## config.mk

```make
export PLATFORM = sky130hd
export DESIGN_NAME = input_qual_filter
export DESIGN_NICKNAME = d
export VERILOG_FILES = /design/src/rtl/iqf_pkg.sv /design/src/rtl/iqf_sync.sv /design/src/rtl/iqf_tick_gen.sv /design/src/rtl/iqf_history.sv /design/src/rtl/input_qual_filter.sv
export SDC_FILE = /design/constraint.sdc
export NUM_CORES = 1
export LEC_CHECK = 0
export BUFFER_PORTS_ARGS = -buffer_cell sky130_fd_sc_hd__buf_2
export CAP_MARGIN = 20
export CORE_MARGIN = 1.5
export CORE_UTILIZATION = 45
export DETAILED_ROUTE_END_ITERATION = 7
export HOLD_SLACK_MARGIN = 0.08
export PLACE_DENSITY = 0.65
export RECOVER_POWER = 25
export REMOVE_ABC_BUFFERS = 1
export SYNTH_ARGS = -nofsm -noshare
export SYNTH_HDL_FRONTEND = slang
export SYNTH_HIERARCHICAL = 1
export SYNTH_SLANG_ARGS = --single-unit
```

## constraint.sdc

```tcl
create_clock -name clk -period 2.03 [get_ports clk]
set_clock_uncertainty 0.1 [all_clocks]
set_input_delay 0.203 -clock clk [delete_from_list [all_inputs] [get_ports clk]]
set_output_delay 0.203 -clock clk [all_outputs]
set_load 0.05 [all_outputs]
```

## src/rtl/iqf_pkg.sv

```systemverilog
package iqf_pkg;

    typedef enum logic [1:0] {
        ST_HOLD_LO = 2'd0,
        ST_HOLD_HI = 2'd1,
        ST_BYPASS  = 2'd2
    } iqf_state_e;

endpackage

```

## src/rtl/iqf_sync.sv

```systemverilog
module iqf_sync #(
    parameter int STAGES = 2
) (
    input  logic clk,
    input  logic rst_n,
    input  logic d_async,
    output logic q_sync
);
    logic [STAGES-1:0] chain_q;

    always_ff @(posedge clk or negedge rst_n) begin
        if (!rst_n) begin
            chain_q <= '0;
        end else begin
            chain_q <= {chain_q[STAGES-2:0], d_async};
        end
    end

    assign q_sync = chain_q[STAGES-1];

endmodule

```

## src/rtl/iqf_tick_gen.sv

```systemverilog
module iqf_tick_gen #(
    parameter int PW = 8
) (
    input  logic          clk,
    input  logic          rst_n,
    input  logic [PW-1:0] period,
    input  logic          level_chg,
    output logic          tick,
    output logic          bypass
);
    localparam int CW = PW + 2;

    logic [PW-1:0] period_q;
    logic [CW-1:0] cnt_q;
    logic [CW-1:0] limit;
    logic          period_chg;

    assign limit      = {1'b0, period, 1'b0};
    assign bypass     = (period == '0);
    assign period_chg = (period != period_q);
    assign tick       = !bypass && (level_chg || (!period_chg && cnt_q == limit));

    always_ff @(posedge clk or negedge rst_n) begin
        if (!rst_n) begin
            period_q <= '0;
            cnt_q    <= '0;
        end else begin
            period_q <= period;
            if (bypass || period_chg) begin
                cnt_q <= '0;
            end else if (tick) begin
                cnt_q <= CW'(1);
            end else begin
                cnt_q <= cnt_q + 1'b1;
            end
        end
    end

    // the counter never passes the 2n boundary while the period is steady
    p_cnt_bound_r2: assert property (@(posedge clk) disable iff (!rst_n)
        (!bypass && !period_chg) |-> (cnt_q <= limit));

    // a new period setting restarts the count
    p_restart_r8: assert property (@(posedge clk) disable iff (!rst_n)
        (period_chg && !bypass) |=> (cnt_q == '0 || tick));

endmodule

```

## src/rtl/iqf_history.sv

```systemverilog
module iqf_history #(
    parameter int DEPTH = 6
) (
    input  logic clk,
    input  logic rst_n,
    input  logic shift,
    input  logic din,
    output logic agree_hi_nxt,
    output logic agree_lo_nxt,
    output logic agree_hi,
    output logic agree_lo
);
    logic [DEPTH-1:0] hist_q;
    logic [DEPTH-1:0] hist_nxt;

    assign hist_nxt     = {hist_q[DEPTH-2:0], din};
    assign agree_hi_nxt = &hist_nxt;
    assign agree_lo_nxt = ~|hist_nxt;
    assign agree_hi     = &hist_q;
    assign agree_lo     = ~|hist_q;

    always_ff @(posedge clk or negedge rst_n) begin
        if (!rst_n) begin
            hist_q <= '0;
        end else if (shift) begin
            hist_q <= hist_nxt;
        end
    end

    // every sample taken lands as the newest history entry
    p_shift_r3: assert property (@(posedge clk) disable iff (!rst_n)
        shift |=> (hist_q[0] == $past(din)));

    // no sample, no history movement
    p_hist_hold_r6: assert property (@(posedge clk) disable iff (!rst_n)
        !shift |=> $stable(hist_q));

endmodule

```

## src/rtl/input_qual_filter.sv

```systemverilog
module input_qual_filter #(
    parameter int PERIOD_W    = 8,
    parameter int SYNC_STAGES = 2,
    parameter int SAMPLES     = 6
) (
    input  logic                clk,
    input  logic                rst_n,
    input  logic                pin_raw,
    input  logic [PERIOD_W-1:0] qual_period,
    output logic                pin_qual
);
    import iqf_pkg::*;

    logic       sync_lvl;
    logic       sync_lvl_d;
    logic       level_chg;
    logic       tick;
    logic       bypass;
    logic       agree_hi_nxt;
    logic       agree_lo_nxt;
    logic       agree_hi;
    logic       agree_lo;
    logic       out_q;
    iqf_state_e state_q;
    iqf_state_e state_d;

    iqf_sync #(.STAGES(SYNC_STAGES)) u_sync (
        .clk     (clk),
        .rst_n   (rst_n),
        .d_async (pin_raw),
        .q_sync  (sync_lvl)
    );

    always_ff @(posedge clk or negedge rst_n) begin
        if (!rst_n) begin
            sync_lvl_d <= 1'b0;
        end else begin
            sync_lvl_d <= sync_lvl;
        end
    end

    assign level_chg = (sync_lvl != sync_lvl_d);

    iqf_tick_gen #(.PW(PERIOD_W)) u_tick (
        .clk       (clk),
        .rst_n     (rst_n),
        .period    (qual_period),
        .level_chg (level_chg),
        .tick      (tick),
        .bypass    (bypass)
    );

    iqf_history #(.DEPTH(SAMPLES)) u_hist (
        .clk          (clk),
        .rst_n        (rst_n),
        .shift        (tick),
        .din          (sync_lvl),
        .agree_hi_nxt (agree_hi_nxt),
        .agree_lo_nxt (agree_lo_nxt),
        .agree_hi     (agree_hi),
        .agree_lo     (agree_lo)
    );

    // next-state logic
    always_comb begin
        state_d = state_q;
        unique case (state_q)
            ST_HOLD_LO: if (tick && agree_hi_nxt) state_d = ST_HOLD_HI;
            ST_HOLD_HI: if (tick && agree_lo_nxt) state_d = ST_HOLD_LO;
            ST_BYPASS:  state_d = out_q ? ST_HOLD_HI : ST_HOLD_LO;
            default:    state_d = ST_HOLD_LO;
        endcase
        if (bypass) begin
            state_d = ST_BYPASS;
        end
    end

    // state register
    always_ff @(posedge clk or negedge rst_n) begin
        if (!rst_n) begin
            state_q <= ST_HOLD_LO;
        end else begin
            state_q <= state_d;
        end
    end

    // output register
    always_ff @(posedge clk or negedge rst_n) begin
        if (!rst_n) begin
            out_q <= 1'b0;
        end else if (state_d == ST_BYPASS) begin
            out_q <= sync_lvl;
        end else begin
            out_q <= (state_d == ST_HOLD_HI);
        end
    end

    assign pin_qual = out_q;

    // without a sample, a qualified output cannot move
    p_hold_no_tick_r6: assert property (@(posedge clk) disable iff (!rst_n)
        (!tick && !bypass) |=> $stable(pin_qual));

    // a qualified rise is backed by six agreeing ones
    p_rise_agreed_r4: assert property (@(posedge clk) disable iff (!rst_n)
        ($rose(pin_qual) && !$past(bypass)) |-> agree_hi);

    // a qualified fall is backed by six agreeing zeros
    p_fall_agreed_r10: assert property (@(posedge clk) disable iff (!rst_n)
        ($fell(pin_qual) && !$past(bypass)) |-> agree_lo);

    // bypass output trails the synchroniser by one register
    p_bypass_follow_r1: assert property (@(posedge clk) disable iff (!rst_n)
        bypass |=> (pin_qual == $past(sync_lvl)));

endmodule

```

==> out/results.txt, run 1 <==
Total of buffers placed on input and output ports: 11. The run gives 19 as the floorplan row count. The starting density of the core was 0.4791. The count of nets left with antenna violations once routing finished came out at 0. STA puts the critical path data arrival time at 2020 ps.

The final route contains 901 vias. The kind of path behind the tightest hold check is flip-flop to flip-flop. The largest fanout on the critical path was 7; the highest attainable clock frequency was 0.5306 GHz. For this run the aggregate overflow at the end of global routing stands at 0. The logs give 0.7206 nW for the leakage power total and 4.057 mm for the global-route wire length before repair. After detailed routing, the average wire length per cell comes to 12.91 um. The clock-pin slew reported for the worst setup and hold paths after clock tree synthesis was 100 ps; the number of remaining DRC errors was 0. Internal power comes to 0.8871 mW. Entering global routing, the biggest net connects 30 pins.

The logic gate share of total power is 0.180. In the synthesized netlist, the number of instances is 107. The run gives 0 as the number of endpoints failing setup at the final stage.

Wires add up to 2.233 mm. STA classifies the critical path startpoint as an input port. The repair_antennas step left the layout with diodes totalling 0. The overall global routing resource usage was 0.1669; the height of the die was 57.42 um. The critical path data required time is 2160 ps, and the placeable core region is 2781 um2. Counting the fill cells in the layout gives 234. Share of power burned in the clock network: 0.262. The number of endpoints with negative hold slack in the final report was 0. Traced cell by cell, the critical path runs through dlygate4sd3_1, buf_2, xor2_1, nor4_2, and3_1, a22o_4, a211oi_2, a31oi_1, a22o_1.

Before antenna repair, the detailed router went through 4 iterations. Using the TritonRoute via totals, the vias-per-cell ratio works out to 5.208. On the critical path, the stage with the largest delay is an instance of dlygate4sd3_1.

In the final design database the tool counted 153 nets. Switching share of power: 0.2872. Across the VDD grid, the largest voltage drop is 0.0008877 V. The I/O pin count was 12.

The final number of max-transition violations is 0, and the final estimated routing congestion in global placement is 0.7702. Total power for the finished layout comes to 1.245 mW. The worst max-slew margin expressed relative to the limit was 0.5358; the maximum cell stage delay along the critical path was 530 ps. The final critical delay including setup and external delays is 1885 ps, and the count of maximum capacitance violations is 0. Setup repair after global routing left no endpoint under its margin. The final critical-path share of the clock period works out to 0.9285. For the H-tree depth, the log shows 2. The power density normalized to cell area is 763.4 nW/um2, and the area enclosed by the die boundary is 3296 um2. The logs give 2 for the maximum count of clock buffers along a single path and 891 for the number of global-route vias before repair. Averaged over all synthesized cells, the footprint is 12.45 um2. The flow ran to the end, and the final reports show no timing, DRC or antenna violations. Measured along the x axis, the die boundary spans 57.42 um. For the initial antenna violation count, the log shows 0. The worst setup path is captured at a flip-flop. TritonCTS built the clock tree.

During synthesis, Yosys emitted a total of 6 warnings. CTS placed an instance of clkbuf_4 at the clock tree root. After synthesis the cells add up to 1333 um2. Compared with the post-synthesis result, the final layout area differs by 22.35%. The analysis attributes to net switching a power of 0.3574 mW. The setup path with the least slack is of type input port to flip-flop. The part of the power in registers was 0.557. For the pin with the worst max-slew slack, the measured transition is 696.2 ps.

Clock latency on the worst-skew pair, taken at its later pin, is 330 ps. Clock tree synthesis found a total of 29 sinks. The logs give 8 for the first-iteration detailed-routing DRC count and 1.550 mm for the estimated wirelength of the detail-placed design. Share of final-layout standard cells stronger than drive strength 1: 0.2324.

For the worst hold slack, the log shows 257.9 ps. For the number of buffers created by CTS, the log shows 5.
-- power by group through the flow --
stage / Clock [mW] / Combinational, mW / Sequential, mW
2_1_floorplan: 0 / 0.123 / 0.731
3_3_place_gp: 0 / 0.207 / 0.704
3_5_place_dp: 0 / 0.209 / 0.706
4_1_cts: 0.342 / 0.225 / 0.694
5_1_grt: 0.366 / 0.247 / 0.705
6_report: 0.327 / 0.224 / 0.694
-- final timing paths --
| check | from | endpoint | slack (ps) | cells past startpoint |
|---|---|---|---|---|
| worst min register to register | u_sync/chain_q[0]$_DFF_PN0_ | u_sync/chain_q[1]$_DFF_PN0_ | 260 | 0 |
| max in group asynchronous | rst_n | u_sync/chain_q[0]$_DFF_PN0_ | 1030 | 2 |
| min in group asynchronous | rst_n | u_tick/cnt_q[0]$_DFF_PN0_ | 350 | 2 |
| worst min-delay path | u_sync/chain_q[0]$_DFF_PN0_ | u_sync/chain_q[1]$_DFF_PN0_ | 260 | 0 |
| worst max register to register | u_tick/period_q[0]$_DFF_PN0_ | u_hist/hist_q[2]$_DFFE_PN0P_ | 150 | 5 |
| worst max-delay path | qual_period[5] | pin_qual$_DFF_PN0_ | 150 | 9 |
-- through the flow --
stage / std cells / instance area [um2] / setup slack (ps) / setup TNS (ps) / util
2_1_floorplan: 105 / 1325 / -76.51 / -488.8 / -
3_3_place_gp: 151 / 1449 / 13.49 / 0 / 0.5209
3_5_place_dp: 151 / 1449 / -8.493 / -30.71 / 0.5209
4_1_cts: 169 / 1602 / 24.23 / 0 / 0.5758
5_1_grt: 173 / 1630 / 7.035 / 0 / 0.5861
6_report: 173 / 1630 / 145.2 / 0 / 0.5861
-- what timing repair did --
action                     4_1_cts  5_1_grt
pin swaps                        0        2
hold buffers                    10        0
setup endpoints to repair        4        7
setup buffers                    0        4
hold endpoints to repair        38        0
gates resized for setup          1        1
-- worst max-delay path: cells and delay by family --
| family | cells | cell delay [ps] |
|---|---|---|
| AOI/OAI and AO/OA | 4 | 690 |
| buffers and inverters | 2 | 680 |
| and+or+nand+nor | 2 | 260 |
| xor gates and xnor gates | 1 | 180 |
-- area by class of cell --
type,instances,area (um2),area share
Clock inverter,2,10.01,0.006140
Multi-Input combinational cell,74,600.6,0.3684
Tap cell,31,38.79,0.02379
Timing Repair Buffer,29,206.4,0.1266
Sequential cell,29,725.7,0.4451
Clock buffer,6,41.29,0.02533
Inverter,2,7.507,0.004605
-- per-layer routing --
layer  track usage  share of wire
met3       0.07029          0.047
met2        0.2419           0.43
met4       0.06977          0.014
met5             0              0
met1        0.2204           0.51
-- flip-flops by register name (all words and copies together), names as in the netlist --
| register | flops |
|---|---|
| u_tick/cnt_q | 10 |
| u_tick/period_q | 8 |
| state_q | 2 |
| pin_qual | 1 |
| sync_lvl_d | 1 |
| u_sync/chain_q | 2 |
| u_hist/hist_q | 5 |
-- layout by cell type (no fill, tap or decap), types with 2 or more instances in the layout --
cell,count
nand3_1,4
dfrtp_1,29
inv_1,2
clkinv_2,2
buf_4,8
dlygate4sd3_1,10
mux2_2,5
and3_1,3
nor4_2,2
nand4_1,5
nand2_1,3
clkbuf_4,5
nor3_1,9
xnor2_1,8
xor2_1,17
clkbuf_1,8
buf_2,3
nor4_1,2
(Power assumes the default switching activity.)
==> run 2: changes to the inputs <==
ABC_AREA = 1   (was not set)
==> run 2 against run 1 <==
Combinational power fell by 4%. Worst setup slack worse by 21 ps. Die area up 10%. Global-route usage grew 0.89 points. Non-clock buffer count down 6. Sequential power fell by 3.7%. Core utilization down 1.9 points. Sequential share of layout area decreased by 2.9 points. Synthesized cell count rose by 72%. Wire length rose by 21%. Final cell count grew 49%. Fmax decreased by 1.1%.
==> out/results.txt, run 2 <==
The run finished with clean final reports. The largest fanout on the critical path is 10 (+3), and the height of the die is 60.23 um (+4.9%). TritonCTS built the clock tree. The power density normalized to cell area was 693.9 nW/um2 (-9.1%); the area enclosed by the die boundary was 3628 um2 (+10%). The logs give 4 (unchanged) for the number of detailed-routing iterations run before antenna repair and 0 (unchanged) for the count of maximum capacitance violations.

The latest clock arrival within the worst-skew pair is 330 ps (about the same), and the number of endpoints with negative hold slack in the final report is 0 (unchanged). The worst setup path is launched from an input port. The tools report the global-route wire length before repair as 4.602 mm (+13%). On the critical path, the stage with the largest delay is an instance of dlygate4sd3_1. The die extent in x was 60.23 um (+4.9%); the worst hold slack was 253.8 ps (-4.134 ps). The per-instance average area after synthesis came out at 8.010 um2 (-36%). The worst hold path stage count is 0 (unchanged). The routed wirelength normalized by instance count was 10.55 um (-18%); the final number of max-transition violations was 0 (unchanged).

The overall global routing resource usage was 0.1758 (+0.008929). The final net count came out at 224 (+46%). The worst setup path is captured at a flip-flop. The total buffers and inverters traversed by the critical path came out at 5 (+3).

In the final layout, the registers with the most flip-flops are u_tick/cnt_q x10, u_tick/period_q x8, u_hist/hist_q x5. The run gives 1124 (+26%) as the number of global-route vias before repair. Placeable core region: 3078 um2 (+11%).

The I/O pin count is 12 (unchanged), and the cell depth of the worst flop-to-flop path is 12 (+7). Largest register by flop count: u_tick/cnt_q. The clock-pin slew reported for the worst setup and hold paths after clock tree synthesis was 90 ps (about the same); the total of warnings raised by yosys was 6 (unchanged).

The critical path data required time is 2180 ps (+20 ps). In this run the critical register-to-register path is launched from u_tick/period_q[2]$_DFF_PN0_. The tools report the arrival time reported for the critical path endpoint as 2060 ps (+40 ps).

The global-route met2 utilization came out at 0.2780 (+0.03607). Reg2reg setup slack: 350 ps (+200 ps). The highest attainable clock frequency is 0.5248 GHz (-1.1%), and the global-route track usage on met1 is 0.2180 (-0.002431). The total power was 1.210 mW (-2.8%); the flip-flop count of the largest register after layout was 10 (unchanged). The tools report the cell chosen for the clock root as clkbuf_4. Compared with the post-synthesis result, the final layout area differs by 18.34%.

The maximum cell stage delay along the critical path came out at 530 ps (about the same). The total of buffers placed on input and output ports came out at 11 (unchanged). The floorplan row count is 20 (+1). The final estimated routing congestion in global placement is 0.7714 (+0.16%), and the starting density of the core is 0.4789 (about the same).

The number of remaining DRC errors came out at 0 (unchanged). Type of the setup path with the least slack: input port to flip-flop. The H-tree depth was 2 (unchanged); the total stage count of the critical path was 13 (+4). Grouping stages by cell kind, the critical path spends the most delay in buffers and inverters. Walking the worst path, the cells encountered are dlygate4sd3_1, clkbuf_1, inv_1, nand2_1, nand3_1, nor2_2, nand2_2, inv_1, nand2_2, a21oi_4, buf_4, nor2_1, a21oi_1. For the synthesized instance count, the log shows 184 (+72%).

For the maximum count of clock buffers along a single path, the log shows 2 (unchanged). The maximum vdd drop is 0.0003638 V (-59%). The final critical-path share of the clock period is 0.9386 (+0.01016). Final critical delay including setup and external delays: 1905 ps (+20.63 ps). The library cells used most frequently in the layout, excluding fill and tap cells, are nand2_1 (50), inv_1 (31), dfrtp_1 (29). Tracing the worst setup path back leads to its startpoint at qual_period[3]. The total routed wirelength is 2.711 mm (+21%), and the number of setup buffers added after CTS is 0 (unchanged). The global routing stage identified its most utilized layer as met2. The final core area utilization was 0.5667 (-0.01948); the number of buffers created by CTS was 5 (unchanged). The CTS sink count came out at 29 (unchanged).

The terminating pin of the worst hold path is u_sync/chain_q[1]$_DFF_PN0_. Vias per cell: 4.549 (-13%). The logs give 0 (unchanged) for the count of antenna diodes in the layout and 239 (+58%) for the number of cells in the design after placement. For the total global routing overflow, the log shows 0 (unchanged). The initial antenna violation count is 0 (unchanged). Reg-to-reg endpoint: u_hist/hist_q[3]$_DFFE_PN0P_. Number of standard cells in the layout, taps in and fillers out: 257 (+49%). The logs give 36 (+28) for the first-iteration detailed-routing DRC count and 298 (+27%) for the fill cell total of the finished layout. Met3 global-route usage: 0.07143 (+0.001134). The summed instance area of the synthesized netlist was 1474 um2 (+11%).

The library cell used most frequently in the layout, excluding fill and tap cells, is nand2_1. The tools report the worst max-slew margin expressed relative to the limit as 0.5354 (about the same). The pin count of the biggest net entering global routing is 30 (unchanged). The kind of path behind the tightest hold check is flip-flop to flip-flop. The estimated wirelength of the detail-placed design was 1.907 mm (+23%).

The number of endpoints failing setup at the final stage is 0 (unchanged), and the remaining antenna violation count is 0 (unchanged). The leakage power total is 0.8581 nW (+19%), and the via total after detailed routing is 1169 (+30%). Startpoint of the lowest-slack hold path: u_sync/chain_q[0]$_DFF_PN0_. The transition at the pin with the smallest max-transition slack is 696.9 ps (+0.6835 ps), and the share of final-layout standard cells stronger than drive strength 1 is 0.1362 (-0.09624).
## run 2: power by group
part / internal (mW) / switching (mW)
combinational: 0.0810 / 0.133
sequential: 0.629 / 0.0382
clock: 0.132 / 0.197
total: 0.842 / 0.368
## run 2: repair_timing
| action | in CTS | in global routing |
|---|---|---|
| gates resized for setup | 0 | 3 |
| endpoints found under the setup margin | 0 | 7 |
| hold endpoints to repair | 38 | 0 |
| hold buffers | 10 | 0 |
## run 2: per-layer routing
| layer | share of wire | up-vias | routed length, um |
|---|---|---|---|
| met5 | 0 | - | 0 |
| met4 | 0.013 | 0 | 34 |
| met3 | 0.039 | 4 | 105 |
| met2 | 0.44 | 15 | 1196 |
| met1 | 0.51 | 544 | 1375 |
| li1 | - | 606 | - |
## run 2: how the worst max path moves through the flow
stage                              endpoint  slack [ps]
2_1_floorplan            pin_qual$_DFF_PN0_          90
3_5_place_dp   u_hist/hist_q[3]$_DFFE_PN0P_         250
3_3_place_gp   u_hist/hist_q[3]$_DFFE_PN0P_         280
5_1_grt        u_hist/hist_q[3]$_DFFE_PN0P_          -3
6_report       u_hist/hist_q[3]$_DFFE_PN0P_         120
4_1_cts        u_hist/hist_q[3]$_DFFE_PN0P_          30
## run 2: metrics by stage
stage	TNS (ps)	instance area, um2	setup WS (ps)
3_3_place_gp	0	1584	282.6
3_5_place_dp	0	1584	251.4
2_1_floorplan	0	1459	86.80
4_1_cts	0	1735	30.81
6_report	0	1744	124.6
5_1_grt	-2.798	1744	-2.798
## run 2: cell type report
cell class	instances	area, um2	share of cell area
sequential	29	725.7	0.4161
timing repair buffer	23	165.2	0.09469
tap	44	55.05	0.03156
clock buffer	6	41.29	0.02367
inverter	31	116.4	0.06671
multi-input combinational	122	630.6	0.3616
clock inverter	2	10.01	0.005739
